$ cat src/rtl/ccEncPkg.sv
package ccEncPkg;
  localparam int SYNC_LEN  = 21;
  localparam int INFO_LEN  = 11;
  localparam int PAR_LEN   = 10;
  localparam int FRAME_LEN = SYNC_LEN + INFO_LEN + PAR_LEN;
  localparam int CNT_W     = $clog2(FRAME_LEN);

  localparam logic [SYNC_LEN-1:0] SYNC_WORD = 21'b001101011110111000000;
  localparam logic [PAR_LEN:0]    GEN_POLY  = 11'b10011010101;

  typedef struct packed {
    logic             inSync;
    logic             inInfo;
    logic             inParity;
    logic             clearRem;
    logic [CNT_W-1:0] syncIdx;
  } encStrobe_t;
endpackage

$ cat src/rtl/ccEncCtrl.sv
module ccEncCtrl
  import ccEncPkg::*;
(
  input  logic       clk,
  input  logic       rst,
  output encStrobe_t strobe
);
  localparam logic [CNT_W-1:0] LAST_POS   = CNT_W'(FRAME_LEN - 1);
  localparam logic [CNT_W-1:0] INFO_FIRST = CNT_W'(SYNC_LEN);
  localparam logic [CNT_W-1:0] PAR_FIRST  = CNT_W'(SYNC_LEN + INFO_LEN);
  localparam logic [CNT_W-1:0] SYNC_TOP   = CNT_W'(SYNC_LEN - 1);

  logic [CNT_W-1:0] framePos;

  always_ff @(posedge clk) begin
    if (rst)                    framePos <= '0;
    else if (framePos == LAST_POS) framePos <= '0;
    else                        framePos <= framePos + 1'b1;
  end

  always_comb begin
    strobe.inSync   = (framePos < INFO_FIRST);
    strobe.inInfo   = (framePos >= INFO_FIRST) && (framePos < PAR_FIRST);
    strobe.inParity = (framePos >= PAR_FIRST);
    strobe.clearRem = (framePos == INFO_FIRST);
    strobe.syncIdx  = SYNC_TOP - framePos;
  end
endmodule

$ cat src/rtl/ccEncDatapath.sv
module ccEncDatapath
  import ccEncPkg::*;
#(
  parameter int                 REM_W = PAR_LEN,
  parameter logic [REM_W:0]     POLY  = GEN_POLY
)(
  input  logic       clk,
  input  logic       rst,
  input  encStrobe_t strobe,
  input  logic       infoBit,
  output logic       serOut
);
  logic [REM_W-1:0] remReg;
  logic [REM_W-1:0] remBase;
  logic [REM_W-1:0] divNext;
  logic             feedBit;

  always_comb begin
    remBase = strobe.clearRem ? '0 : remReg;
    feedBit = infoBit ^ remBase[REM_W-1];
    divNext = {remBase[REM_W-2:0], 1'b0} ^ ({REM_W{feedBit}} & POLY[REM_W-1:0]);
  end

  always_ff @(posedge clk) begin
    if (rst)                  remReg <= '0;
    else if (strobe.inInfo)   remReg <= divNext;
    else if (strobe.inParity) remReg <= {remReg[REM_W-2:0], 1'b0};
  end

  always_comb begin
    if (strobe.inSync)      serOut = SYNC_WORD[strobe.syncIdx];
    else if (strobe.inInfo) serOut = infoBit;
    else                    serOut = remReg[REM_W-1];
  end
endmodule

$ cat src/rtl/ccEncTop.sv
module ccEncTop
  import ccEncPkg::*;
(
  input  logic clk,
  input  logic rst,
  input  logic infoBit,
  output logic serOut,
  output logic startPulse,
  output logic refOut
);
  encStrobe_t strobe;
  logic       lineBit;

  ccEncCtrl u_ctrl (
    .clk    (clk),
    .rst    (rst),
    .strobe (strobe)
  );

  ccEncDatapath u_dp (
    .clk     (clk),
    .rst     (rst),
    .strobe  (strobe),
    .infoBit (infoBit),
    .serOut  (lineBit)
  );

  assign serOut     = lineBit;
  assign refOut     = lineBit;
  assign startPulse = strobe.clearRem;
endmodule

$ cat config.mk
export PLATFORM = sky130hd
export DESIGN_NAME = ccEncTop
export DESIGN_NICKNAME = d
export VERILOG_FILES = /design/src/rtl/ccEncPkg.sv /design/src/rtl/ccEncCtrl.sv /design/src/rtl/ccEncDatapath.sv /design/src/rtl/ccEncTop.sv
export SDC_FILE = /design/constraint.sdc
export NUM_CORES = 1
export LEC_CHECK = 0
export ABC_AREA = 0
export CAP_MARGIN = 25
export CORE_ASPECT_RATIO = 2
export CORE_MARGIN = 5
export CORE_UTILIZATION = 35
export DETAILED_ROUTE_END_ITERATION = 10
export HOLD_SLACK_MARGIN = 0.06
export PLACE_DENSITY = 0.51
export SYNTH_ARGS = -nofsm -noshare
export SYNTH_HDL_FRONTEND = slang
export SYNTH_SLANG_ARGS = --single-unit
$ cat constraint.sdc
create_clock -name clk -period 2 [get_ports clk]
set_input_delay 0.4 -clock clk [delete_from_list [all_inputs] [get_ports clk]]
set_output_delay 0.4 -clock clk [all_outputs]
set_load 0.01 [all_outputs]
Word level (Yosys, flattened, before mapping)
Memories as Yosys holds them, arrays and structs flattened.
Index checks and enable logic that the tools add are counted.

storage, ports and cells
  register bits after elaboration = 16
  latch bits = 0
  RAM bits = 0
  ROM bits = 32
  bits of input ports = 3
  output and inout port bits = 3
  logic and storage cells = 23
  memories kept = 1

memories
  name             words  bits a word  rd ports  clocked after Yosys merged registers in  wr ports  line                 source
  (no name shown)  32     1            1         0                                        0         ccEncDatapath.sv:31  if (strobe.inSync) serOut = SYNC_WORD[strobe.syncIdx];

cells by class
  $add $sub $neg = 2
  multiply operators = 0
  divide/modulo/power cells = 0
  magnitude comparators = 5
  eq/ne operators = 2
  shift-type cells = 0
  mux-type cells = 6
  bitwise logic cells = 2
  reduce and logical (&&, ||, !) cells = 3

operators with widths
  cell                 count
  $mux 10              3
  $lt 6x6->1 const B   2
  $xor 10x8->10        1
  $add 6x1->6 const B  1
  $eq 6x5->1 const B   1
  $eq 6x6->1 const B   1
  $ge 6x5->1 const B   1
  $ge 6x6->1 const B   1
  $lt 6x5->1 const B   1
  $sub 5x6->6 const A  1
  $mux 1               3
  $reduce_bool 2->1    1
  $reduce_or 2->1      1
  $logic_and 1x1->1    1
  $xor 1x1->1          1

Longest topological paths before layout
Gate-level depths: netlist (run 1).

  word-level depth = 5
  mapped depth = 8
  mapped depth without buffers = 7

Cells and area by module
From an unflattened synthesis (run 1), not the netlist that was laid out.

second synthesis, totals
  cell total of the unflattened synthesis = 114
  area total of the unflattened synthesis = 957.2 sq um

by module, submodules not included
  module         times used  cells an instance  area an instance (sq um)  sequential area each (sq um)
  ccEncDatapath  1           63                 520.5                     200.2
  ccEncCtrl      1           50                 429.2                     120.1
  ccEncTop       1           1                  7.5                       0.0

Least setup slack after synthesis (run 1)
Ideal clock, no wire load.

  path kind = reg-to-output
  from = register u_ctrl.framePos[0]
  to = output port serOut
  arrival = 1912 ps
  required time = 1600 ps
  slack = -312 ps
  stages on the path, launching flop included = 9
  cells stage by stage = dfxtp_1 > inv_1 > ha_1 > nor2b_4 > nand3_1 > a21oi_1 > a2111oi_2 > o41ai_2 > buf_4

on the way
  cells in the longest elaborated chain, start to end = 4
  elaborated cells on any way between the ends = 9
  classes of those cells = add/sub (1); order compare (3); mux (3); reduce/logical (1); memory (1)

RTL lines
  what                                                      line                                      source
  start, declared                                           ccEncCtrl.sv:13                           logic [CNT_W-1:0] framePos;
  start signal, assigned                                    ccEncCtrl.sv:18                           else framePos <= framePos + 1'b1;
  $sub 5x6->6 (tied with other cells)                       ccEncCtrl.sv:26                           strobe.syncIdx = SYNC_TOP - framePos;
  $mem_v2 32x1 / $logic_and 1x1->1 (equally long branches)  --
  $mux 1, on equally long branches                          ccEncDatapath.sv:31, ccEncDatapath.sv:32
  $mux 1 (*)                                                ccEncDatapath.sv:31
  end, declared                                             ccEncTop.sv:7                             output logic serOut,

Every way passes the cells marked *; elsewhere a longest branch is shown, timed or not. The select of a mux whose other input is x is not followed.

Final worst setup path (run 1)
  from = register u_ctrl.framePos[1]
  to = output port refOut

on the way
  cells in the longest elaborated chain, start to end = 4
  elaborated cells on any way between the ends = 9
  classes of those cells = add/sub (1); order compare (3); mux (3); reduce/logical (1); memory (1)

RTL lines
  what                                                      line                                      source
  $sub 5x6->6 (tied with other cells)                       ccEncCtrl.sv:26
  $mem_v2 32x1 / $logic_and 1x1->1 (equally long branches)  --
  $mux 1, on equally long branches                          ccEncDatapath.sv:31, ccEncDatapath.sv:32
  $mux 1 (*)                                                ccEncDatapath.sv:31
  end, declared                                             ccEncTop.sv:9                             output logic refOut

Marks and branches as above.

==> out/results.md, run 1 <==
| Item | Reported |
|:---|:---|
| Status | complete, but fails checks |
| Failing checks | negative setup slack |
| Power density relative to cell area | 550 nW/um^2 |
| Launch instance of the worst register-to-register path | u_ctrl.framePos[1] |
| Fraction of final layout cells sized beyond drive strength 1 | 31.7% |
| Crit share post-route | 112% |
| Launching element type of the critical path | register |
| Num ports | 6 |
| Storage cell area | 328 sq um |
| Number of global-route vias before repair | 876 |
| Post-synthesis net count | 126 |
| Unrepaired setup endpoints after global routing | yes |
| Path type of the worst setup path | register to output pin |
| Critical path data arrival time | 1.84 ns |
| Mean routed wirelength per cell | 13.7 um |
| Count of flip-flops with a built-in enable after synthesis | 0 |
| Worst setup slack after layout | -0.239 ns |
| Via-per-instance ratio | 5.21 |
| Critical Path, Cell by Cell | buf_12 > ha_1 > o22ai_1 > a22o_1 > a2111oi_4 > o41ai_2 > buf_2 |
| Effective utilization at floorplan | 36.2% |
| Via Count | 906 |
| Total of fill cells in the finished design | 285 |
| Clock sink count | 16 |
| Launch point of the worst path | u_ctrl.framePos[1] |
| H-tree lvl count | 1 |
| Fmax | 0.447 GHz |
| Worst path required time | 1.60 ns |
| TritonCTS clock tree | done |
| Type of the most critical hold path | register to register |
| Violation count after the first detailed-route iteration | 7 |
| Clock root buffer | sky130_fd_sc_hd__clkbuf_8 |
| Final antenna diode count | 0 |
| Total area of multi-input combinational cells | 654 sq um |
| Die footprint | 4100 sq um |
| Routability congestion estimate | 0.806 |
| Syn Std Cell Area | 1000 sq um |
| Worst Min Path Start | u_dp.remReg[1] |
| Cell Rows | 27 |
| Width of the die | 47.8 um |
| Max Buffers Root-to-Sink | 2 |
| First-pass iteration count of the detailed router | 4 |
| Share of power burned in combinational logic | 21.3% |
| Switching power of the nets | 0.183 mW |
| Power Internal | 0.545 mW |
| Slowest cell delay on critical path | 0.37 ns |
| Count of distinct cell types in the synthesized netlist | 41 |
| Largest net degree at the start of global routing | 12 |
| Proportion of power drawn by the clock network | 33.2% |
| Die Y-Extent | 85.7 um |
| Cell area after placement | 1270 sq um |
| Total CTS buffers | 3 |
| Final Net Count | 154 |
| Antenna violations before repair | 0 |
| Sequential Power Share | 45.6% |
| Cell at the slowest stage of the critical path | sky130_fd_sc_hd__dfxtp_4 |
| Setup bufs post-CTS | 0 |
| Final-report setup violation count | 2 |
| Total of warnings raised by yosys | 0 |
| Core Area | 2770 sq um |
| Share of the yosys chip area belonging to registers | 32.0% |
| Leftover overflow at the end of global routing | 0 |
| Worst hold margin | 0.466 ns |
| Clock slew seen by the registers of the worst setup and hold paths | 0.07 ns |
| Max-Slew Margin vs Limit | 72.5% |
| Share of total power consumed by net switching | 25.1% |
| Tightest Pin Transition | 0.402 ns |
| IR Drop Worst-Case VDD | 0.444 mV |
| Buffers added on ports | 5 |
| Max-capacitance violation count | 0 |
| Flops & latches, synth | 16 |
| Final clock skew | 0.00651 ns |
| Ys async rst share | 0% |
| Post-Synthesis Cells | 118 |
| Leak pwr | 0.574 nW |
| Top fanout value on the critical path | 4 |
| Count of endpoints failing hold in the final timing report | 0 |
| Avg Synthesized Cell Area | 8.49 sq um |
| Overall Global Routing Usage | 13.4% |
| Shortest period the worst path allows | 2.24 ns |
| Number of max-slew violations in the final report | 0 |
| Total power of the final layout | 0.728 mW |
| Area added between synthesis and finish | 32.1% |
| Number of nets with antenna violations after detailed routing | 0 |
| Final wirelength | 2.39 mm |
| Global-route wire length before repair | 4.01 mm |
| Post-route cell area | 1320 sq um |
| DRC viols | 0 |
| Insertion delay to the later sink of the worst-skew pair | 0.24 ns |
| Ys flop type | sky130_fd_sc_hd__dfxtp_1 |
| Detail Placement HPWL | 1.96 mm |
| Sort of element at the end of the critical path | output pin |
Yosys cell counts, types with 2 or more instances:
cell type / count / share of area, %
sky130_fd_sc_hd__a21oi_1: 10 / 5.0
sky130_fd_sc_hd__and2_1: 2 / 1.2
sky130_fd_sc_hd__buf_1: 2 / 0.75
sky130_fd_sc_hd__buf_4: 2 / 1.5
sky130_fd_sc_hd__dfxtp_1: 16 / 32
sky130_fd_sc_hd__ha_1: 5 / 6.2
sky130_fd_sc_hd__inv_1: 7 / 2.6
sky130_fd_sc_hd__mux2i_1: 8 / 8.0
sky130_fd_sc_hd__nand2_1: 9 / 3.4
sky130_fd_sc_hd__nand2b_1: 2 / 1.2
sky130_fd_sc_hd__nand3_1: 4 / 2.0
sky130_fd_sc_hd__nor2_1: 12 / 4.5
sky130_fd_sc_hd__nor2_2: 2 / 1.2
sky130_fd_sc_hd__o21ai_0: 4 / 2.0
sky130_fd_sc_hd__o21ai_1: 3 / 1.5
sky130_fd_sc_hd__o22ai_1: 3 / 1.9
sky130_fd_sc_hd__xnor2_1: 2 / 1.7
sky130_fd_sc_hd__xor2_1: 2 / 1.7
sequential cells by signal (all words and copies together), names as in the netlist:
| name | cells |
|---|---|
| u_dp.remReg | 10 |
| u_ctrl.framePos | 6 |
worst paths after layout:
| path | depth (start not counted) | endpoint | slack [ns] |
|---|---|---|---|
| hold reg to reg | 2 | u_dp.remReg[1] | 0.47 |
| setup reg to reg | 9 | u_dp.remReg[4] | 0.24 |
| hold / removal | 2 | u_dp.remReg[1] | 0.47 |
| setup / recovery | 7 | refOut | -0.24 |
through the flow:
step | setup slack (ns) | util [%] | setup TNS, ns | cells
global route | -0.326 | 47.8 | -0.649 | 174
CTS | -0.252 | 47.8 | -0.500 | 174
detailed placement | -0.468 | 45.8 | -0.919 | 170
floorplan | -0.0781 | - | -0.0781 | 118
global placement | -0.384 | 45.8 | -0.767 | 170
finish | -0.239 | 47.8 | -0.475 | 174
layer usage:
metal | part of all wire, % | global-route usage, % | vias to the layer above
met5 | 0 | 0 | -
met1 | 35 | 13.2 | 418
met2 | 62 | 25.1 | 13
li1 | - | - | 469
met3 | 1.6 | 1.89 | 6
met4 | 2.1 | 5.39 | 0
power by group through the flow:
stage	registers (mW)	clock network (mW)	logic [mW]
after global routing	0.332	0.277	0.169
after floorplan	0.340	0	0.0801
after CTS	0.332	0.258	0.156
after detailed placement	0.339	0	0.153
final	0.332	0.241	0.155
after global placement	0.339	0	0.151
placed cells by master, fill, tap and decap left out, types with 4 or more instances in the layout:
| master | count |
|---|---|
| sky130_fd_sc_hd__a21oi_1 | 9 |
| sky130_fd_sc_hd__nand2_1 | 8 |
| sky130_fd_sc_hd__nor2_1 | 12 |
| sky130_fd_sc_hd__o21ai_0 | 4 |
| sky130_fd_sc_hd__buf_4 | 23 |
| sky130_fd_sc_hd__nand3_1 | 4 |
| sky130_fd_sc_hd__mux2i_1 | 8 |
| sky130_fd_sc_hd__inv_1 | 5 |
| sky130_fd_sc_hd__ha_1 | 4 |
| sky130_fd_sc_hd__dfxtp_1 | 14 |
critical path: cells and delay by family, from the launching register on:
family	cells	cell delay [ns]
buffers and inverters	2	0.25
adders and majority gates	1	0.18
DFF	1	0.37
AOI/OAI and AO/OA	4	0.78
cells by family after synthesis:
family / share of synthesized area, %
flip-flops: 32.0
buffers and inverters: 6.49
multiplexers: 7.99
AND/OR/NAND/NOR: 21.6
XOR/XNOR: 3.50
AO/OA/AOI/OAI: 22.2
adder cells (fa/ha/maj): 6.24
timing repair:
| action | 4_1_cts | 5_1_grt |
|---|---|---|
| cloned | 0 | 0 |
| hold buffers | 0 | 0 |
| hold endpoints to repair | 0 | 0 |
| pin swaps | 4 | 0 |
| resized for setup | 12 | 0 |
| endpoints found under the setup margin | 3 | 2 |
cell type report:
type	instances	share of cell area, %
clock buffer	3	3.12
clock inverter	1	0.284
inverter	7	2.17
multi-input combinational	89	49.4
sequential	16	24.8
tap	29	2.74
timing repair buffer	29	17.5
(Power assumes the default switching activity.)
==> run 2, diff against run 1 <==
--- a/config.mk
+++ b/config.mk
@@ -7,7 +7,7 @@
 export LEC_CHECK = 0
 export ABC_AREA = 0
 export CAP_MARGIN = 25
-export CORE_ASPECT_RATIO = 2
+export CORE_ASPECT_RATIO = 1.2
 export CORE_MARGIN = 5
 export CORE_UTILIZATION = 35
 export DETAILED_ROUTE_END_ITERATION = 10
==> run 2 against run 1 <==
Effect of this change:
- the run still ends with negative setup slack left
- register-to-register slack worse by 0.07 ns
- first-iteration DRC count is 14% higher
- final cell count is 2.3% higher
- setup slack worse by 0.0069 ns
- global-route usage is 0.38 points lower
==> out/results.md, run 2 (synthesis results as in run 1) <==
| Item | Reported | Delta |
|:---|:---|:---|
| Status | complete, but fails checks | unchanged |
| Failing checks | negative setup slack | unchanged |
| Final antenna diode count | 0 | unchanged |
| Die footprint | 4040 sq um | was 4100 sq um |
| Global-route wire length before repair | 3.95 mm | was 4.01 mm |
| Mean routed wirelength per cell | 13.1 um | was 13.7 um |
| Worst path required time | 1.60 ns | about the same |
| Top cell family by delay on the critical path | compound AO/OA/AOI/OAI gates | unchanged |
| Post-Route Setup TNS | -0.492 ns | was -0.475 ns |
| Top fanout value on the critical path | 4 | unchanged |
| Worst setup slack after layout | -0.246 ns | was -0.239 ns |
| Commonest non-fill, non-tap cells in the layout | sky130_fd_sc_hd__buf_4, sky130_fd_sc_hd__dfxtp_1, sky130_fd_sc_hd__nor2_1 | unchanged |
| Final Net Count | 153 | was 154 |
| Total area of multi-input combinational cells | 683 sq um | was 654 sq um |
| Number of global-route vias before repair | 912 | was 876 |
| Final wirelength | 2.33 mm | was 2.39 mm |
| Final clock skew | 0.00514 ns | was 0.00651 ns |
| TritonCTS clock tree | done | unchanged |
| Total CTS buffers | 3 | unchanged |
| Via-per-instance ratio | 5.07 | was 5.21 |
| Max Buffers Root-to-Sink | 2 | unchanged |
| Crit Reg-Reg Endpoint | u_dp.remReg[2] | was u_dp.remReg[4] |
| Effective utilization at floorplan | 36.0% | was 36.2% |
| Cell Rows | 21 | was 27 |
| Clock root buffer | sky130_fd_sc_hd__clkbuf_4 | was sky130_fd_sc_hd__clkbuf_8 |
| Core Area | 2790 sq um | was 2770 sq um |
| Routed length on met1 | 910 um | was 828 um |
| H-tree lvl count | 1 | unchanged |
| Cell area after placement | 1250 sq um | was 1270 sq um |
| Largest net degree at the start of global routing | 10 | was 12 |
| Overall Global Routing Usage | 13.0% | was 13.4% |
| Total of fill cells in the finished design | 306 | was 285 |
| Fmax | 0.445 GHz | was 0.447 GHz |
| Tightest Pin Transition | 0.424 ns | was 0.402 ns |
| Hold Path Sink | u_dp.remReg[1] | unchanged |
| Buffers added on ports | 5 | unchanged |
| Pre-CTS WS | -0.432 ns | was -0.468 ns |
| Launch instance of the worst register-to-register path | u_ctrl.framePos[0] | was u_ctrl.framePos[1] |
| Number of max-slew violations in the final report | 0 | unchanged |
| Register name with the most flops | u_dp.remReg | unchanged |
| IR Drop Worst-Case VDD | 0.323 mV | was 0.444 mV |
| Insertion delay to the later sink of the worst-skew pair | 0.29 ns | was 0.24 ns |
| Leading cell type in the layout, fill and taps excluded | sky130_fd_sc_hd__buf_4 | unchanged |
| Critical path data arrival time | 1.85 ns | was 1.84 ns |
| Num ports | 6 | unchanged |
| Largest registers | u_dp.remReg: 10 flops, u_ctrl.framePos: 6 flops | unchanged |
| Count of endpoints failing hold in the final timing report | 0 | unchanged |
| Worst Hold Path Cells | 2 | unchanged |
| Cell at the slowest stage of the critical path | sky130_fd_sc_hd__dfxtp_4 | unchanged |
| Path type of the worst setup path | register to output pin | unchanged |
| Fraction of final layout cells sized beyond drive strength 1 | 34.7% | was 31.7% |
| DRC viols | 0 | unchanged |
| Type of the most critical hold path | register to register | unchanged |
| Width of the die | 58.9 um | was 47.8 um |
| Area added between synthesis and finish | 33.2% | was 32.1% |
| FF-to-FF setup slack | 0.17 ns | was 0.24 ns |
| Storage cell area | 328 sq um | unchanged |
| Number of nets with antenna violations after detailed routing | 0 | unchanged |
| Number of flip-flops in the largest register | 10 | unchanged |
| Power density relative to cell area | 497 nW/um^2 | was 550 nW/um^2 |
| Critical Path, Cell by Cell | inv_4 > ha_4 > nand2_2 > a21o_1 > a21oi_2 > a2111oi_4 > o41ai_4 > buf_2 | was buf_12 > ha_1 > o22ai_1 > a22o_1 > a2111oi_4 > o41ai_2 > buf_2 |
| Via Count | 903 | was 906 |
| Max-Slew Margin vs Limit | 71.7% | was 72.5% |
| Worst Min Path Start | u_dp.remReg[1] | unchanged |
| Sort of element at the end of the critical path | output pin | unchanged |
| Die Y-Extent | 68.6 um | was 85.7 um |
| Final-report setup violation count | 2 | unchanged |
| Routability congestion estimate | 0.720 | was 0.806 |
| Launching element type of the critical path | register | unchanged |
| Crit share post-route | 112% | about the same |
| Post-route cell area | 1340 sq um | was 1320 sq um |
| Sum of buffers and inverters on the critical path | 2 | unchanged |
| Violation count after the first detailed-route iteration | 8 | was 7 |
| Detail Placement HPWL | 1.89 mm | was 1.96 mm |
| Sum of met3 wire segment lengths after detailed routing | 49 um | was 37 um |
| Antenna violations before repair | 0 | unchanged |
| Leak pwr | 0.560 nW | was 0.574 nW |
| First-pass iteration count of the detailed router | 4 | unchanged |
| Uppermost layer routed | met4 | unchanged |
| Max-capacitance violation count | 0 | unchanged |
| FF-to-FF path depth | 9 | unchanged |
| Shortest period the worst path allows | 2.25 ns | was 2.24 ns |
| Clock slew seen by the registers of the worst setup and hold paths | 0.09 ns | was 0.07 ns |
| Unrepaired setup endpoints after global routing | yes | unchanged |
| Leftover overflow at the end of global routing | 0 | unchanged |
| Routed length on met2 | 1.34 mm | was 1.47 mm |
| Clock sink count | 16 | unchanged |
| Slowest cell delay on critical path | 0.38 ns | was 0.37 ns |
==> run 2: worst max path at each step <==
stage / startpoint / end / slack (ns) / cells past startpoint
floorplan: u_ctrl.framePos[1] / serOut / -0.08 / 8
global placement: u_ctrl.framePos[1] / refOut / -0.36 / 8
detailed placement: u_ctrl.framePos[0] / refOut / -0.43 / 8
CTS: u_ctrl.framePos[0] / refOut / -0.28 / 8
global route: u_ctrl.framePos[1] / refOut / -0.38 / 8
finish: u_ctrl.framePos[1] / refOut / -0.25 / 8
==> run 2: power by group <==
part           leakage, nW  internal (mW)  switching, mW
registers            0.131          0.324        0.00739
clock network       0.0154         0.0725         0.0979
logic                0.414         0.0891         0.0727
==> run 2: per-stage QoR <==
stage	util (%)	instances	power, mW	hold slack, ns
2_1_floorplan	-	118	0.420	0.444
3_3_place_gp	45.0	172	0.482	0.464
3_5_place_dp	45.0	172	0.485	0.475
4_1_cts	46.6	177	0.658	0.487
5_1_grt	47.9	178	0.700	0.498
6_report	47.9	178	0.663	0.484
==> run 2: cell type report <==
class	instances	area share, %
Clock inverter	1	0.281
Clock buffer	3	1.69
Tap cell	34	3.19
Inverter	7	2.34
Timing Repair Buffer	28	16.8
Multi-Input combinational cell	89	51.2
Sequential cell	16	24.6
==> run 2: worst register-to-register path, stage by stage (launching register included) <==
cell and delay (ns):
sky130_fd_sc_hd__dfxtp_4 0.37, sky130_fd_sc_hd__buf_4 0.13, sky130_fd_sc_hd__buf_4 0.14, sky130_fd_sc_hd__ha_2 0.19, sky130_fd_sc_hd__nand4b_2 0.10, sky130_fd_sc_hd__buf_4 0.13
sky130_fd_sc_hd__nand3b_1 0.08, sky130_fd_sc_hd__a211oi_2 0.33, sky130_fd_sc_hd__mux2i_1 0.13, sky130_fd_sc_hd__a21oi_1 0.15
==> run 2: layer usage <==
layer	up-vias	global-route usage, %
li1	465	-
met1	429	13.0
met2	5	25.7
met3	4	2.79
met4	0	5.10
met5	-	0
==> run 2: repair_timing <==
action / 4_1_cts / 5_1_grt
hold buffers: 0 / 0
endpoints found under the setup margin: 3 / 3
resized for setup: 13 / 9
pin swaps: 4 / 1
buffers inserted: 1 / 2
==> run 3, diff against run 2 <==
--- a/config.mk
+++ b/config.mk
@@ -7,12 +7,15 @@
 export LEC_CHECK = 0
 export ABC_AREA = 0
 export CAP_MARGIN = 25
+export CELL_PAD_IN_SITES_DETAIL_PLACEMENT = 1
+export CELL_PAD_IN_SITES_GLOBAL_PLACEMENT = 1
 export CORE_ASPECT_RATIO = 1.2
 export CORE_MARGIN = 5
 export CORE_UTILIZATION = 35
 export DETAILED_ROUTE_END_ITERATION = 10
+export DONT_BUFFER_PORTS = 1
 export HOLD_SLACK_MARGIN = 0.06
-export PLACE_DENSITY = 0.51
+export PLACE_DENSITY = 0.6
 export SYNTH_ARGS = -nofsm -noshare
 export SYNTH_HDL_FRONTEND = slang
 export SYNTH_SLANG_ARGS = --single-unit
==> run 3 against run 2 <==
Effect of this change:
- the run still ends with negative setup slack left
- via count grew 1.2%
- wire length is 13% higher
- total power fell by 1.0%
- global-route usage increased by 2.6 points
- critical path type unchanged
- cell area is 7.7% lower
- final cell count fell by 5.6%
- sequential power about the same
- critical path depth shrank 1
- hold slack lost 0.33 ns
- sequential cell count unchanged
- setup slack worse by 0.095 ns
- die area is the same
==> out/results.md, run 3 (synthesis results as in run 1) <==
| Item | Reported | Delta |
|:---|:---|:---|
| Number of global-route vias before repair | 1025 | was 912 |
| Max-Slew Margin vs Limit | 63.4% | was 71.7% |
| Failing checks | negative setup slack | unchanged |
| Quantity of hold-fixing buffers added after cts | 0 | unchanged |
| Critical path data arrival time | 1.94 ns | was 1.85 ns |
| Cell Rows | 21 | unchanged |
| Launch instance of the worst register-to-register path | u_ctrl.framePos[1] | was u_ctrl.framePos[0] |
| Worst setup slack after layout | -0.342 ns | was -0.246 ns |
| Mean routed wirelength per cell | 15.7 um | was 13.1 um |
| Leading cell type in the layout, fill and taps excluded | sky130_fd_sc_hd__buf_4 | unchanged |
| Overall Global Routing Usage | 15.6% | was 13.0% |
| Fmax | 0.427 GHz | was 0.445 GHz |
| Crit Reg-Reg Endpoint | u_dp.remReg[2] | unchanged |
| Effective utilization at floorplan | 36.0% | unchanged |
| Slowest cell delay on critical path | 0.37 ns | was 0.38 ns |
| Cell at the slowest stage of the critical path | sky130_fd_sc_hd__dfxtp_4 | unchanged |
| Power density relative to cell area | 533 nW/um^2 | was 497 nW/um^2 |
| Top fanout value on the critical path | 3 | was 4 |
| Largest registers | u_dp.remReg: 10 flops, u_ctrl.framePos: 6 flops | unchanged |
| Detail Placement HPWL | 2.05 mm | was 1.89 mm |
| Insertion delay to the later sink of the worst-skew pair | 0.29 ns | about the same |
| Path type of the worst setup path | register to output pin | unchanged |
| First-pass iteration count of the detailed router | 4 | unchanged |
| Register name with the most flops | u_dp.remReg | unchanged |
| Number of nets with antenna violations after detailed routing | 0 | unchanged |
| Tightest Pin Transition | 0.535 ns | was 0.424 ns |
| Pre-CTS WS | -0.0283 ns | was -0.432 ns |
| Routability congestion estimate | 0.756 | was 0.720 |
| Critical Path, Cell by Cell | inv_4 > ha_2 > o22ai_1 > a22o_1 > a2111oi_4 > o41ai_2 > buf_4 | was inv_4 > ha_4 > nand2_2 > a21o_1 > a21oi_2 > a2111oi_4 > o41ai_4 > buf_2 |
| DRC viols | 0 | unchanged |
| Hold Path Sink | u_dp.remReg[7] | was u_dp.remReg[1] |
| FF-to-FF path depth | 8 | was 9 |
| FF-to-FF setup slack | 0.25 ns | was 0.17 ns |
| Leftover overflow at the end of global routing | 0 | unchanged |
| Global-route wire length before repair | 4.75 mm | was 3.95 mm |
| Fraction of final layout cells sized beyond drive strength 1 | 30.6% | was 34.7% |
| Clock root buffer | sky130_fd_sc_hd__clkbuf_4 | unchanged |
| Commonest non-fill, non-tap cells in the layout | sky130_fd_sc_hd__buf_4, sky130_fd_sc_hd__dfxtp_1, sky130_fd_sc_hd__nor2_1 | unchanged |
| Via Count | 914 | was 903 |
| Final-report setup violation count | 2 | unchanged |
| Final Net Count | 143 | was 153 |
| Leak pwr | 0.507 nW | was 0.560 nW |
| Worst Min Path Start | rst | was u_dp.remReg[1] |
| Count of endpoints failing hold in the final timing report | 0 | unchanged |
| Worst path required time | 1.60 ns | about the same |
| Number of max-slew violations in the final report | 0 | unchanged |
| Buffers added on ports | 0 | was 5 |
| Antenna violations before repair | 0 | unchanged |
| Top cell family by delay on the critical path | compound AO/OA/AOI/OAI gates | unchanged |
| Die Y-Extent | 68.6 um | unchanged |
| Final clock skew | 0.00804 ns | was 0.00514 ns |
| End-of-flow core utilization | 44.2% | was 47.9% |
| Type of the most critical hold path | primary input to register | was register to register |
| IR Drop Worst-Case VDD | 0.288 mV | was 0.323 mV |
| Via-per-instance ratio | 5.44 | was 5.07 |
| Crit share post-route | 117% | was 112% |
| Max-capacitance violation count | 0 | unchanged |
| Final wirelength | 2.64 mm | was 2.33 mm |
| Max Buffers Root-to-Sink | 2 | unchanged |
| Status | complete, but fails checks | unchanged |
| Clock slew seen by the registers of the worst setup and hold paths | 0.10 ns | was 0.09 ns |
| Launching element type of the critical path | register | unchanged |
| Unrepaired setup endpoints after global routing | yes | unchanged |
| Die footprint | 4040 sq um | unchanged |
| Final antenna diode count | 0 | unchanged |
| Total CTS buffers | 3 | unchanged |
| Sort of element at the end of the critical path | output pin | unchanged |
| Width of the die | 58.9 um | unchanged |
| Area added between synthesis and finish | 23.0% | was 33.2% |
| Shortest period the worst path allows | 2.34 ns | was 2.25 ns |
| Sum of buffers and inverters on the critical path | 2 | unchanged |
| Worst Hold Path Cells | 1 | was 2 |
| Violation count after the first detailed-route iteration | 10 | was 8 |
| Number of flip-flops in the largest register | 10 | unchanged |
| Clock sink count | 16 | unchanged |
| Num ports | 6 | unchanged |
| H-tree lvl count | 1 | unchanged |
| Largest net degree at the start of global routing | 13 | was 10 |
| TritonCTS clock tree | done | unchanged |
| Core Area | 2790 sq um | unchanged |
==> run 3: through the flow <==
| stage | std cells | hold WS (ns) | instance area (sq um) | power [mW] | setup TNS (ns) |
|---|---|---|---|---|---|
| 5_1_grt | 168 | 0.142 | 1230 | 0.697 | -0.993 |
| 3_3_place_gp | 158 | 0.466 | 1120 | 0.443 | 0 |
| 6_report | 168 | 0.157 | 1230 | 0.657 | -0.683 |
| 4_1_cts | 167 | 0.147 | 1220 | 0.663 | -0.699 |
| 3_5_place_dp | 158 | 0.473 | 1120 | 0.447 | -0.0566 |
| 2_1_floorplan | 118 | 0.444 | 1030 | 0.420 | -0.0781 |
==> run 3: area by class of cell <==
cell class	count	area, sq um
clock buffers	3	22.5
clock inverters	1	3.75
fillers	344	1550
inverters	7	31.3
multi-input cells	89	669
flip-flops and latches	16	328
well taps	34	42.5
repair buffers	18	135
==> run 3: how the worst max path moves through the flow <==
stage | startpoint | end | slack, ns | cells after the start
floorplan | u_ctrl.framePos[1] | serOut | -0.08 | 8
global placement | u_ctrl.framePos[0] | serOut | 0.02 | 8
detailed placement | u_ctrl.framePos[1] | serOut | -0.03 | 8
CTS | u_ctrl.framePos[0] | serOut | -0.35 | 7
global route | u_ctrl.framePos[1] | serOut | -0.49 | 8
finish | u_ctrl.framePos[0] | serOut | -0.34 | 7
==> run 3: layer usage <==
layer / vias up / GRT usage (%) / wire (um)
li1: 445 / - / -
met1: 456 / 15.5 / 1020
met2: 8 / 31.8 / 1530
met3: 5 / 3.17 / 62
met4: 0 / 5.10 / 34
met5: - / 0 / 0
==> run 3: worst register-to-register path, stage by stage, from the launching register on <==
cell	delay [ns]
sky130_fd_sc_hd__dfxtp_4	0.39
sky130_fd_sc_hd__inv_4	0.04
sky130_fd_sc_hd__ha_4	0.17
sky130_fd_sc_hd__nor2b_4	0.19
sky130_fd_sc_hd__buf_4	0.16
sky130_fd_sc_hd__o21ai_1	0.08
sky130_fd_sc_hd__o211ai_1	0.34
sky130_fd_sc_hd__mux2i_1	0.13
sky130_fd_sc_hd__a21oi_1	0.16
==> run 3: power by group <==
part	switching (mW)	total, mW	internal [mW]
logic	0.0685	0.143	0.0746
clock network	0.109	0.182	0.0727
registers	0.00817	0.332	0.324
total	0.185	0.657	0.471
==> run 3: what timing repair did <==
action	CTS	global route
pin swaps	3	0
buffers inserted	5	1
setup endpoints to repair	2	2
resized for setup	8	0
